$ cat src/rtl/lfsr_pkg.sv
package lfsr_pkg;
  localparam int unsigned REG_W  = 16;
  localparam int unsigned BYTE_W = 8;
  localparam int unsigned RAND_STEPS = 13;
  localparam logic [REG_W-1:0] POLY_DEFAULT = 16'h8005;

  typedef enum logic [1:0] {
    MODE_AUTO = 2'b00,
    MODE_STEP = 2'b01,
    MODE_RSVD = 2'b10,
    MODE_OFF  = 2'b11
  } mode_e;
endpackage

$ cat src/rtl/lfsr_unroll.sv
module lfsr_unroll #(
  parameter int unsigned W = 16,
  parameter int unsigned N = 8,
  parameter logic [W-1:0] POLY = 16'h8005
) (
  input  logic [W-1:0] s_in,
  input  logic [N-1:0] din,   // consumed from bit N-1 down to bit 0
  output logic [W-1:0] s_out
);
  logic [W-1:0] chain [0:N];
  assign chain[0] = s_in;

  for (genvar g = 0; g < N; g++) begin : g_step
    logic fb;
    assign fb = chain[g][W-1] ^ din[N-1-g];
    assign chain[g+1] = {chain[g][W-2:0], 1'b0} ^ (fb ? POLY : '0);
  end

  assign s_out = chain[N];
endmodule

$ cat src/rtl/lfsr_mode_ctrl.sv
module lfsr_mode_ctrl
  import lfsr_pkg::*;
(
  input  logic       clk,
  input  logic       rst,
  input  logic       mode_wr,
  input  logic [1:0] mode_wdata,
  input  logic       step_done,
  output mode_e      mode_q
);
  always_ff @(posedge clk) begin
    if (rst)             mode_q <= MODE_AUTO;
    else if (mode_wr)    mode_q <= mode_e'(mode_wdata);
    else if (step_done)  mode_q <= MODE_AUTO;
  end

  p_mode_load_r2: assert property (@(posedge clk) disable iff (rst)
    mode_wr |=> (mode_q == mode_e'($past(mode_wdata))));

  p_step_clear_r4: assert property (@(posedge clk) disable iff (rst)
    (step_done && !mode_wr) |=> (mode_q == MODE_AUTO));

  p_step_only_in_step_mode_r4: assert property (@(posedge clk) disable iff (rst)
    step_done |-> (mode_q == MODE_STEP));
endmodule

$ cat src/rtl/lfsr_crc_engine.sv
module lfsr_crc_engine
  import lfsr_pkg::*;
#(
  parameter int unsigned W          = REG_W,
  parameter int unsigned BW         = BYTE_W,
  parameter int unsigned RSTEPS     = RAND_STEPS,
  parameter logic [W-1:0] POLY      = POLY_DEFAULT
) (
  input  logic          clk,
  input  logic          rst,
  input  logic          mode_wr,
  input  logic [1:0]    mode_wdata,
  input  logic          rd_strobe,
  input  logic          seed_wr,
  input  logic [BW-1:0] seed_byte,
  input  logic          crc_wr,
  input  logic [BW-1:0] crc_byte,
  output logic [1:0]    mode_q,
  output logic [BW-1:0] lfsr_hi,
  output logic [BW-1:0] lfsr_lo
);
  localparam int unsigned HALF = W / 2;

  logic [W-1:0] state_q, state_d;
  logic [W-1:0] rand_next, step_next, crc_next;
  logic         data_wr, step_done;
  mode_e        mode;

  assign data_wr   = seed_wr | crc_wr;
  assign step_done = (mode == MODE_STEP) && !data_wr;

  lfsr_unroll #(.W(W), .N(RSTEPS), .POLY(POLY)) u_rand (
    .s_in(state_q), .din('0), .s_out(rand_next));

  lfsr_unroll #(.W(W), .N(1), .POLY(POLY)) u_single (
    .s_in(state_q), .din(1'b0), .s_out(step_next));

  lfsr_unroll #(.W(W), .N(BW), .POLY(POLY)) u_crc (
    .s_in(state_q), .din(crc_byte), .s_out(crc_next));

  lfsr_mode_ctrl u_mode (
    .clk(clk), .rst(rst), .mode_wr(mode_wr), .mode_wdata(mode_wdata),
    .step_done(step_done), .mode_q(mode));

  always_comb begin
    state_d = state_q;
    if (seed_wr)
      state_d = {state_q[HALF-1:0], seed_byte};
    else if (crc_wr)
      state_d = crc_next;
    else begin
      unique case (mode)
        MODE_AUTO: if (rd_strobe) state_d = rand_next;
        MODE_STEP: state_d = step_next;
        default:   state_d = state_q;
      endcase
    end
  end

  always_ff @(posedge clk) begin
    if (rst) state_q <= '0;
    else     state_q <= state_d;
  end

  assign mode_q  = mode;
  assign lfsr_hi = state_q[W-1:HALF];
  assign lfsr_lo = state_q[HALF-1:0];

  p_reset_clear_r1: assert property (@(posedge clk)
    rst |=> (state_q == '0));

  p_idle_hold_r3: assert property (@(posedge clk) disable iff (rst)
    (mode == MODE_AUTO && !rd_strobe && !data_wr) |=> $stable(state_q));

  p_hold_modes_r5: assert property (@(posedge clk) disable iff (rst)
    (mode[1] && !data_wr) |=> $stable(state_q));

  p_seed_shift_r6: assert property (@(posedge clk) disable iff (rst)
    seed_wr |=> ({lfsr_hi, lfsr_lo} == {$past(lfsr_lo), $past(seed_byte)}));

  p_pending_step_waits_r8: assert property (@(posedge clk) disable iff (rst)
    (mode == MODE_STEP && data_wr && !mode_wr) |=> (mode_q == 2'b01));
endmodule

$ cat config.mk
export PLATFORM = sky130hd
export DESIGN_NAME = lfsr_crc_engine
export DESIGN_NICKNAME = d
export VERILOG_FILES = /design/src/rtl/lfsr_pkg.sv /design/src/rtl/lfsr_unroll.sv /design/src/rtl/lfsr_mode_ctrl.sv /design/src/rtl/lfsr_crc_engine.sv
export SDC_FILE = /design/constraint.sdc
export NUM_CORES = 1
export LEC_CHECK = 0
export BUFFER_PORTS_ARGS = -buffer_cell sky130_fd_sc_hd__clkbuf_2
export CAP_MARGIN = 5
export CELL_PAD_IN_SITES_DETAIL_PLACEMENT = 0
export CELL_PAD_IN_SITES_GLOBAL_PLACEMENT = 1
export CORE_ASPECT_RATIO = 0.75
export CORE_UTILIZATION = 43
export DETAILED_ROUTE_END_ITERATION = 7
export PLACE_DENSITY = 0.95
export SETUP_SLACK_MARGIN = 0.05
export SYNTH_ARGS = -nofsm -noshare
export SYNTH_HDL_FRONTEND = slang
export SYNTH_SLANG_ARGS = --single-unit
export TNS_END_PERCENT = 10
$ cat constraint.sdc
create_clock -name clk -period 4.23 [get_ports clk]
set_input_delay 0.2115 -clock clk [delete_from_list [all_inputs] [get_ports clk]]
set_output_delay 0.2115 -clock clk [all_outputs]
set_load 0.02 [all_outputs]
== Word-level counts from Yosys, hierarchy flattened ==
Cells that the tools add are included.

* Register bits: 18
* Input port bits: 24
* Output and inout port bits: 18
* Logic and storage cells: 67

* Eq/ne operators: 2
* Multiplexer cells: 27
* Bitwise operators: 30
* Reduce and logical (&&, ||, !) cells: 6

{| class="wikitable"
|+ Operators with widths
! cell !! count
|-
| two-way mux 16 bit || 24
|-
| XOR 16 bit || 21
|-
| one-hot mux 16 bit (2 select lines) || 1
|-
| XOR 1 bit || 8
|-
| two-way mux 2 bit || 2
|-
| inequality test 4 bit (second input constant) || 1
|-
| nonzero test 4 bit || 1
|-
| == test 2 x 1 -> 1 bit (second input constant) || 1
|-
| logical NOT 2 bit || 1
|-
| AND reduction 2 bit || 1
|-
| nonzero test 2 bit || 1
|-
| logical AND 1 bit || 1
|-
| logical NOT 1 bit || 1
|-
| OR 1 bit || 1
|}

== Longest topological paths before layout ==
Gate-level depths: netlist (run 1).

* Depth after elaboration: 30
* Gate-level depth with buffers: 8
* Mapped depth without buffers: 5

== Modules after synthesis ==
Synthesis (run 1) repeated with hierarchy kept, for this count alone.

* Cells, all modules: 228
* Area, all modules: 1994.4 µm²

{| class="wikitable"
|+ Modules (own cells, without submodules)
! module !! times used !! cells each !! area an instance (µm²) !! sequential area each (µm²)
|-
| lfsr_crc_engine || 1 || 134 || 1018.5 || 320.3
|-
| lfsr_unroll at u_rand || 1 || 38 || 415.4 || 0.0
|-
| lfsr_unroll at u_crc || 1 || 31 || 324.1 || 0.0
|-
| lfsr_unroll at u_single || 1 || 17 || 161.4 || 0.0
|-
| lfsr_mode_ctrl || 1 || 8 || 75.1 || 40.0
|}

== Worst setup path before layout (run 1) ==
OpenSTA, ideal clock, no wires.

* Path kind: register to register
* Start: reg state_q[8]
* End: reg state_q[15]
* Arrival time: 1820 ps
* Required time: 4097 ps
* Slack: 2277 ps
* Cell stages (with the launch flop): 7
* Buffers on the path: 1
* Period minus slack after synthesis: 1953 ps
* Cell sequence: dfxtp_1 -> buf_2 -> xor2_1 -> xnor3_1 -> xnor3_1 -> nor2_1 -> o32ai_2

* Longest elaborated chain between the ends: 23

{| class="wikitable"
|+ RTL lines
! what !! RTL line !! text
|-
| start: declaration || lfsr_crc_engine.sv:24 || <nowiki>logic [W-1:0] state_q, state_d;</nowiki>
|-
| start signal: assignment || lfsr_crc_engine.sv:62 || <nowiki>else state_q <= state_d;</nowiki>
|-
| XOR 16 bit (7 in series) || lfsr_unroll.sv:16 || <nowiki>assign chain[g+1] = {chain[g][W-2:0], 1'b0} ^ (fb ? POLY : '0);</nowiki>
|-
| two-way mux 16 bit || lfsr_unroll.sv:16 ||
|-
| XOR 16 bit || lfsr_unroll.sv:16 ||
|-
| two-way mux 16 bit || lfsr_unroll.sv:16 ||
|-
| XOR 16 bit || lfsr_unroll.sv:16 ||
|-
| two-way mux 16 bit || lfsr_unroll.sv:16 ||
|-
| XOR 16 bit || lfsr_unroll.sv:16 ||
|-
| two-way mux 16 bit || lfsr_unroll.sv:16 ||
|-
| XOR 16 bit || lfsr_unroll.sv:16 ||
|-
| two-way mux 16 bit || lfsr_unroll.sv:16 ||
|-
| XOR 16 bit || lfsr_unroll.sv:16 ||
|-
| two-way mux 16 bit || lfsr_unroll.sv:16 ||
|-
| XOR 16 bit || lfsr_unroll.sv:16 ||
|-
| two-way mux 16 bit || lfsr_crc_engine.sv:53 || <nowiki>MODE_AUTO: if (rd_strobe) state_d = rand_next;</nowiki>
|-
| one-hot mux 16 bit (2 select lines) || lfsr_crc_engine.sv:52 || <nowiki>unique case (mode)</nowiki>
|-
| two-way mux 16 bit (*) || lfsr_crc_engine.sv:49 || <nowiki>else if (crc_wr)</nowiki>
|-
| two-way mux 16 bit (*) || lfsr_crc_engine.sv:47 || <nowiki>if (seed_wr)</nowiki>
|}

Mark *: on every way between the ends. The rest lies on a longest branch, timed or not. The select of a mux whose other input is x is not followed.
A chain may end at the register's enable or synchronous reset.

== Worst setup path in the final report (run 1) ==
* Start: in crc_wr
* End: reg state_q[15]

* Longest elaborated chain between the ends: 2

{| class="wikitable"
|+ RTL lines
! what !! RTL line !! text
|-
| start: declaration || lfsr_crc_engine.sv:16 || <nowiki>input logic crc_wr,</nowiki>
|-
| inequality test 4 bit (no source line) (tied with other cells) || -- ||
|-
| AND reduction 2 bit (no source line) / two-way mux 16 bit (equally long branches) || -- ||
|}

Several ways; a longest one is shown, not always the timed one.

==> results of run 1 <==
[per-stage QoR]
stage | hold slack, ps | cells | setup WS (ps) | utilization | total power (µW)
after floorplan | 352 | 199 | 2280 | - | 744
after global placement | 451 | 271 | 1810 | 0.504 | 832
after detailed placement | 450 | 271 | 1690 | 0.504 | 841
after CTS | 178 | 275 | 1970 | 0.518 | 991
after global routing | 198 | 275 | 1830 | 0.518 | 1050
final | 179 | 275 | 1920 | 0.518 | 992
[power by group through the flow]
stage	clock network, µW	registers (µW)	logic, µW
6_report	149	264	579
5_1_grt	163	268	622
4_1_cts	152	262	576
3_5_place_dp	0	266	575
3_3_place_gp	0	266	566
2_1_floorplan	0	251	493
[per-layer routing]
layer,vias up,wire length (µm)
met2,73,1770
met5,-,0
li1,738,-
met3,4,350
met1,704,2160
met4,0,41
[worst max-delay path by stage]
stage | endpoint | slack [ps] | cells after the start
3_3_place_gp | state_q[15]$_SDFFE_PP0P_ | 1810 | 6
5_1_grt | state_q[15]$_SDFFE_PP0P_ | 1830 | 6
6_report | state_q[15]$_SDFFE_PP0P_ | 1920 | 6
4_1_cts | state_q[15]$_SDFFE_PP0P_ | 1970 | 6
2_1_floorplan | state_q[15]$_SDFFE_PP0P_ | 2280 | 6
3_5_place_dp | state_q[15]$_SDFFE_PP0P_ | 1690 | 6
[final cells by class]
cell class	count	area, µm²
clock buffer	4	55.1
fill	372	1810
inverter	4	15.0
multi-input combinational	156	1250
sequential	18	360
tap	52	65.1
timing repair buffer	41	205
[worst reg2reg max path: cells and delay by family (launching register included)]
family	cells	cell delay, ps
flops	1	510
simple gates	2	970
compound gates	3	720
[flip-flops by register name, indices dropped and copies added, names as in the netlist]
signal	count
state_q	16
u_mode.mode_q	2
[cell usage in the layout (no fill, tap or decap), types with 7 or more instances in the layout]
cell      instances
clkbuf_2         41
nor2_1           20
dfxtp_1          18
xnor2_1          15
xor2_1           15
mux2i_1          14
a21oi_1          11
nand2_1          10
nand2b_1          9
o211ai_1          7
[kinds of logic (layout without fill, tap and decap cells)]
kind of cell              count (synthesis)  count (layout)
muxes                                    15              15
AOI/OAI and AO/OA                        45              45
buffers and inverters                    25              49
DFF                                      18              18
and+or+nand+nor                          55              55
xor gates and xnor gates                 41              41
==> results.md, run 1 <==
* Hold buffers post-CTS at 0
* CP bufs+invs at 1
* CTS Root Cell: clkbuf_8
* Max H-tree Level at 1
* Critical path type: input pin to flip-flop
* CTS Buffer Depth at 2
* Warning count from the yosys run at 0
* Ys flop type: dfxtp_1
* Top area cells in the synthesized netlist: dfxtp_1 21%, mux2i_1 8.1%, xnor2_1 7.6%, xor2_1 7.6%, xnor3_1 6.5%
* # setup viols final at 0
* R2R depth at 5
* Max Cap Violations at 0
* TritonCTS Buffers at 3
* Worst Hold End: u_mode.mode_q[0]$_SDFFE_PP0P_
* Largest family of logic cells by synthesized area: XOR/XNOR gates
* Mux share of post-synthesis cell area at 0.0877
* ANT cells at 0
* CP Data Required Time at around 4400 ps
* Mapped Cells at between 150 and 200
* Fraction of layout cells with a size suffix above 1 at 0.251
* Reg power frac at 0.266
* Global route overflow at 0
* Slowest cell on the critical path: nor2_1
* Final WL at 4320 µm
* Mapped Avg Cell Area at 8.68 µm²
* Status: completed
* Pleak at about 0.00092 µW
* # DRC at 0
* Worst path cell trace: clkbuf_2, or2_2, nor2_1, a222oi_1, and2_4, o32ai_2
* Max FO, Critical Path at 17
* WP data arrival at approximately 2500 ps
* Core area at between 0.003 and 0.004 mm²
* Ports at 42
* Hold depth at 3
* Startpoint types: input pin
* Drt via density at roughly 5.5
* Antenna violations before repair at 0
* Vias in the first global route at about 1300
* Clock power share at 0.150
* TritonRoute pass-1 iters at 4
* Grt peak-use layer: met1
* FMAX at around 430 MHz
* Pint at ~600 µW
* Syn Nets at 223
* Final #Nets at roughly 250
* Commonest cells in the synthesized netlist: 20 x nor2_1, 18 x dfxtp_1, 15 x xnor2_1, 15 x xor2_1, 14 x mux2i_1
* R2r endpoint: state_q[15]$_SDFFE_PP0P_
* Die area at 0.00428 mm²
* Clk_lat worst skew at 260 ps
* Delay-heaviest family, CP: simple AND/OR/NAND/NOR gates
* Setup Buffers After CTS at 0
* Met2 GRT Util at 0.291
* First-pass GRT wire length at slightly below 7000 µm
* Cell Area, Synth at 0.00173 mm²
* Vias post-DR at around 1500
* Post-synthesis xor/xnor area fraction at 0.289
* Switching power at just under 400 µW
* Final Hold Vio Count at 0
* Crit path time final at roughly 2300 ps
* Synth Register Bits at 18
* Cell Pwr Density at 509 mW/mm²
* Chip Height at about 57 µm
* Async SR Flop Fraction at 0
* Worst R2R Setup Slack at just under 2000 ps
* Final cycle utilization of the critical path at 0.545
* 1st-iter DRT viols at between 100 and 150
* Post-Route Setup TNS at 0 ps
* Post-synth top area share at 0.209
* Clock skew at around 2.1 ps
* Largest net degree at the start of global routing at 24
* Critical path capture point type: flip-flop
* Crit. Startpoint: crc_wr
* HPWL Detailed at 3170 µm
* Area post-placement at between 0.0015 and 0.002 mm²
* Most common cell in the netlist: nor2_1
* Fraction of the mapped netlist area in compound gates at 0.186
* DIE WIDTH at ~75 µm
* Worst vdd ir at between 0.3 and 0.4 mV
* Routing usage on met3 at 0.0449
* Unrepaired setup endpoints after global routing: no
* Seq/Total Area, Yosys at 0.209
* Worst-margin pin slew at ~1000 ps
* Min-delay src: mode_wdata[0]
* Area Growth Syn to Fin at 12.8%
* Area leader, netlist: dfxtp_1
* Max stage delay on crit path at 810 ps
* Worst slew margin at 0.322
* Final number of max-transition violations at 0
* Sw frac at 0.396
* Num rows at 19
* CTS resizes at 0
* Synth Area in Simple Gates at 0.159
* GR Util met1 at 0.345
* Post-route cell area at between 0.0015 and 0.002 mm²
* Logic pwr share at 0.584
* Starting density of the core at 0.460
* RR Startpoint: u_mode.mode_q[1]$_SDFFE_PP0P_
* Yosys cell types at 45
* Gr usage total at 0.216
* Routed len/inst at ~16 µm
* EDFF count, synth at 0
* Adder-Cell Fraction of Synth Area at 0
* Clk slew on worst S/H paths at 80 ps
* CTS tree: yes
* Post-route ant nets at 0
* Clk sinks at 18
* Input/output buffers at 41
* Final GP Congestion at 0.926
* Hold crit path type: input pin to flip-flop
Power figures use the tool's default switching activity.
==> run 2, diff against run 1 <==
--- a/config.mk
+++ b/config.mk
@@ -10,9 +10,9 @@
 export CELL_PAD_IN_SITES_DETAIL_PLACEMENT = 0
 export CELL_PAD_IN_SITES_GLOBAL_PLACEMENT = 1
 export CORE_ASPECT_RATIO = 0.75
-export CORE_UTILIZATION = 43
+export CORE_UTILIZATION = 40
 export DETAILED_ROUTE_END_ITERATION = 7
-export PLACE_DENSITY = 0.95
+export PLACE_DENSITY = 0.92
 export SETUP_SLACK_MARGIN = 0.05
 export SYNTH_ARGS = -nofsm -noshare
 export SYNTH_HDL_FRONTEND = slang
==> constraint.sdc (replaced) <==
create_clock -name clk -period 2.33 [get_ports clk]
set_input_delay 0.1165 -clock clk [delete_from_list [all_inputs] [get_ports clk]]
set_output_delay 0.1165 -clock clk [all_outputs]
set_load 0.02 [all_outputs]
==> run 2 against run 1 <==
Flip-flop and latch count is the same. Die area increased by 7.3%. Setup slack lost 1600 ps. First-iteration DRC count up 1.5%. Hold slack got worse by 90 ps. Core utilization decreased by 2.4 points.
==> results.md, run 2 (synthesized netlist as in run 1, its figures left out) <==
* Hold buffers post-CTS at 0
* Hold crit path type: input pin to flip-flop
* Clk sinks at 18
* Final hold slack at slightly below 90 ps
* Hold depth at 3
* Clk slew on worst S/H paths at 70 ps
* Largest net degree at the start of global routing at 23
* Max Cap Violations at 0
* CP bufs+invs at 0
* Fraction of layout cells with a size suffix above 1 at 0.286
* Most common cell after layout, fill and taps aside: clkbuf_2
* Min-delay src: mode_wdata[0]
* Num rows at 20
* Clk_lat worst skew at about 260 ps
* Vias post-DR at 1592
* Critical path capture point type: flip-flop
* Setup Buffers After CTS at 0
* Area post-placement at between 0.0015 and 0.002 mm²
* Pleak at 0.000976 µW
* Post-route cell area at roughly 0.002 mm²
* Most frequent cells in the layout: 41 x clkbuf_2, 20 x nor2_1, 18 x dfxtp_1
* Starting density of the core at 0.421
* Worst vdd ir at between 0.3 and 0.4 mV
* Final #Nets at between 200 and 300
* Final Hold Vio Count at 0
* Final cycle utilization of the critical path at 0.846
* Sequential Area at roughly 360 µm²
* Ports at 42
* Slowest cell on the critical path: xnor3_2
* Clock skew at 2.45 ps
* Antenna violations before repair at 0
* DIE WIDTH at about 78 µm
* Max stage delay on crit path at roughly 540 ps
* TritonRoute pass-1 iters at 4
* ANT cells at 0
* RR Startpoint: state_q[12]$_SDFFE_PP0P_
* Post-route ant nets at 0
* Routed len/inst at between 15 and 20 µm
* HPWL Detailed at between 3000 and 4000 µm
* Cell Count Post-Placement at between 200 and 300
* Finished Layout Cells at 289
* CTS tree: yes
* CTS Buffer Depth at 2
* CP Data Required Time at ~2500 ps
* Gr usage total at 0.230
* WP data arrival at 2110 ps
* FMAX at roughly 500 MHz
* Crit path time final at just under 2000 ps
* R2R depth at 5
* First-pass GRT wire length at ~8000 µm
* Status: completed
* Worst Hold End: u_mode.mode_q[0]$_SDFFE_PP0P_
* Max FO, Critical Path at 5
* Startpoint types: flip-flop
* Final GP Congestion at ~0.86
* Area Growth Syn to Fin at 17.4%
* # setup viols final at 0
* Filler Cell Count at roughly 420
* Post-Route Setup TNS at 0 ps
* Biggest register: state_q
* CTS Root Cell: clkbuf_8
* Drt via density at approximately 5.5
* Chip Height at around 59 µm
* Worst slew margin at 0.676
* R2r endpoint: state_q[15]$_SDFFE_PP0P_
* Core area at about 0.0041 mm²
* CTS resizes at 0
* Die area at 0.00459 mm²
* TritonCTS Buffers at 3
* Cell Pwr Density at slightly below 900 mW/mm²
* Final WL at between 4000 and 5000 µm
* 1st-iter DRT viols at roughly 140
* Max H-tree Level at 1
* # DRC at 0
* Delay-heaviest family, CP: XOR/XNOR gates
* Critical path type: flip-flop to flip-flop
* Layout Utilization at 0.494
* Input/output buffers at just over 40
* Global route overflow at 0
* Unrepaired setup endpoints after global routing: no
* Largest register FFs at 16
* Worst-margin pin slew at between 400 and 500 ps
* Final number of max-transition violations at 0
* Top flop regs: state_q (16), u_mode.mode_q (2)
* Vias in the first global route at about 1400
* Area used by multi-input combinational logic at around 0.0012 mm²
* Worst R2R Setup Slack at 360 ps
* Worst path cell trace: xor2_1, xnor3_2, xnor3_1, nor2_1, o32ai_2
==> run 2: changes by cell type in the layout (fill, tap and decap cells not counted) <==
| cell | before | now |
|---|---|---|
| clkbuf_8 | 4 | 3 |
| buf_4 | 0 | 12 |
==> run 2: cell type report <==
| type | count | share of cell area |
|---|---|---|
| repair buffers | 53 | 0.146 |
| clock buffers | 3 | 0.0204 |
| well taps | 55 | 0.0340 |
| flip-flops and latches | 18 | 0.178 |
| multi-input cells | 156 | 0.615 |
| inverters | 4 | 0.00741 |
==> run 2: power breakdown <==
| part | leakage [µW] | switching [µW] | internal, µW |
|---|---|---|---|
| sequential | 0.000149 | 84.2 | 357 |
| combinational | 0.000805 | 519 | 608 |
| clock | 0.0000216 | 120 | 116 |
| total | 0.000976 | 723 | 1080 |
==> run 2: metrics by stage <==
step	power, µW	worst slack, ps
floorplan	1350	377
global placement	1550	437
detailed placement	1570	372
CTS	1810	361
global route	1910	272
finish	1800	358
==> run 2: tightest hold or removal path: cells and delay by family <==
kind            cells  cell delay [ps]
compound gates      1               50
buf+inv             1               70
simple gates        1               80
==> run 2: metal layers <==
layer,GRT usage,vias to the layer above,share of wire
met4,0.0404,0,0.0087
met1,0.331,751,0.46
met2,0.359,73,0.45
met5,0,-,0
li1,-,763,-
met3,0.0481,5,0.080
==> run 2: worst max-delay path by stage <==
stage	startpoint	endpoint	slack, ps	cells past startpoint
2_1_floorplan	state_q[8]$_SDFFE_PP0P_	state_q[15]$_SDFFE_PP0P_	380	6
3_3_place_gp	u_mode.mode_q[1]$_SDFFE_PP0P_	state_q[6]$_SDFFE_PP0P_	440	6
3_5_place_dp	state_q[11]$_SDFFE_PP0P_	state_q[15]$_SDFFE_PP0P_	370	5
4_1_cts	state_q[12]$_SDFFE_PP0P_	state_q[15]$_SDFFE_PP0P_	360	5
5_1_grt	state_q[12]$_SDFFE_PP0P_	state_q[15]$_SDFFE_PP0P_	270	5
6_report	state_q[12]$_SDFFE_PP0P_	state_q[15]$_SDFFE_PP0P_	360	5
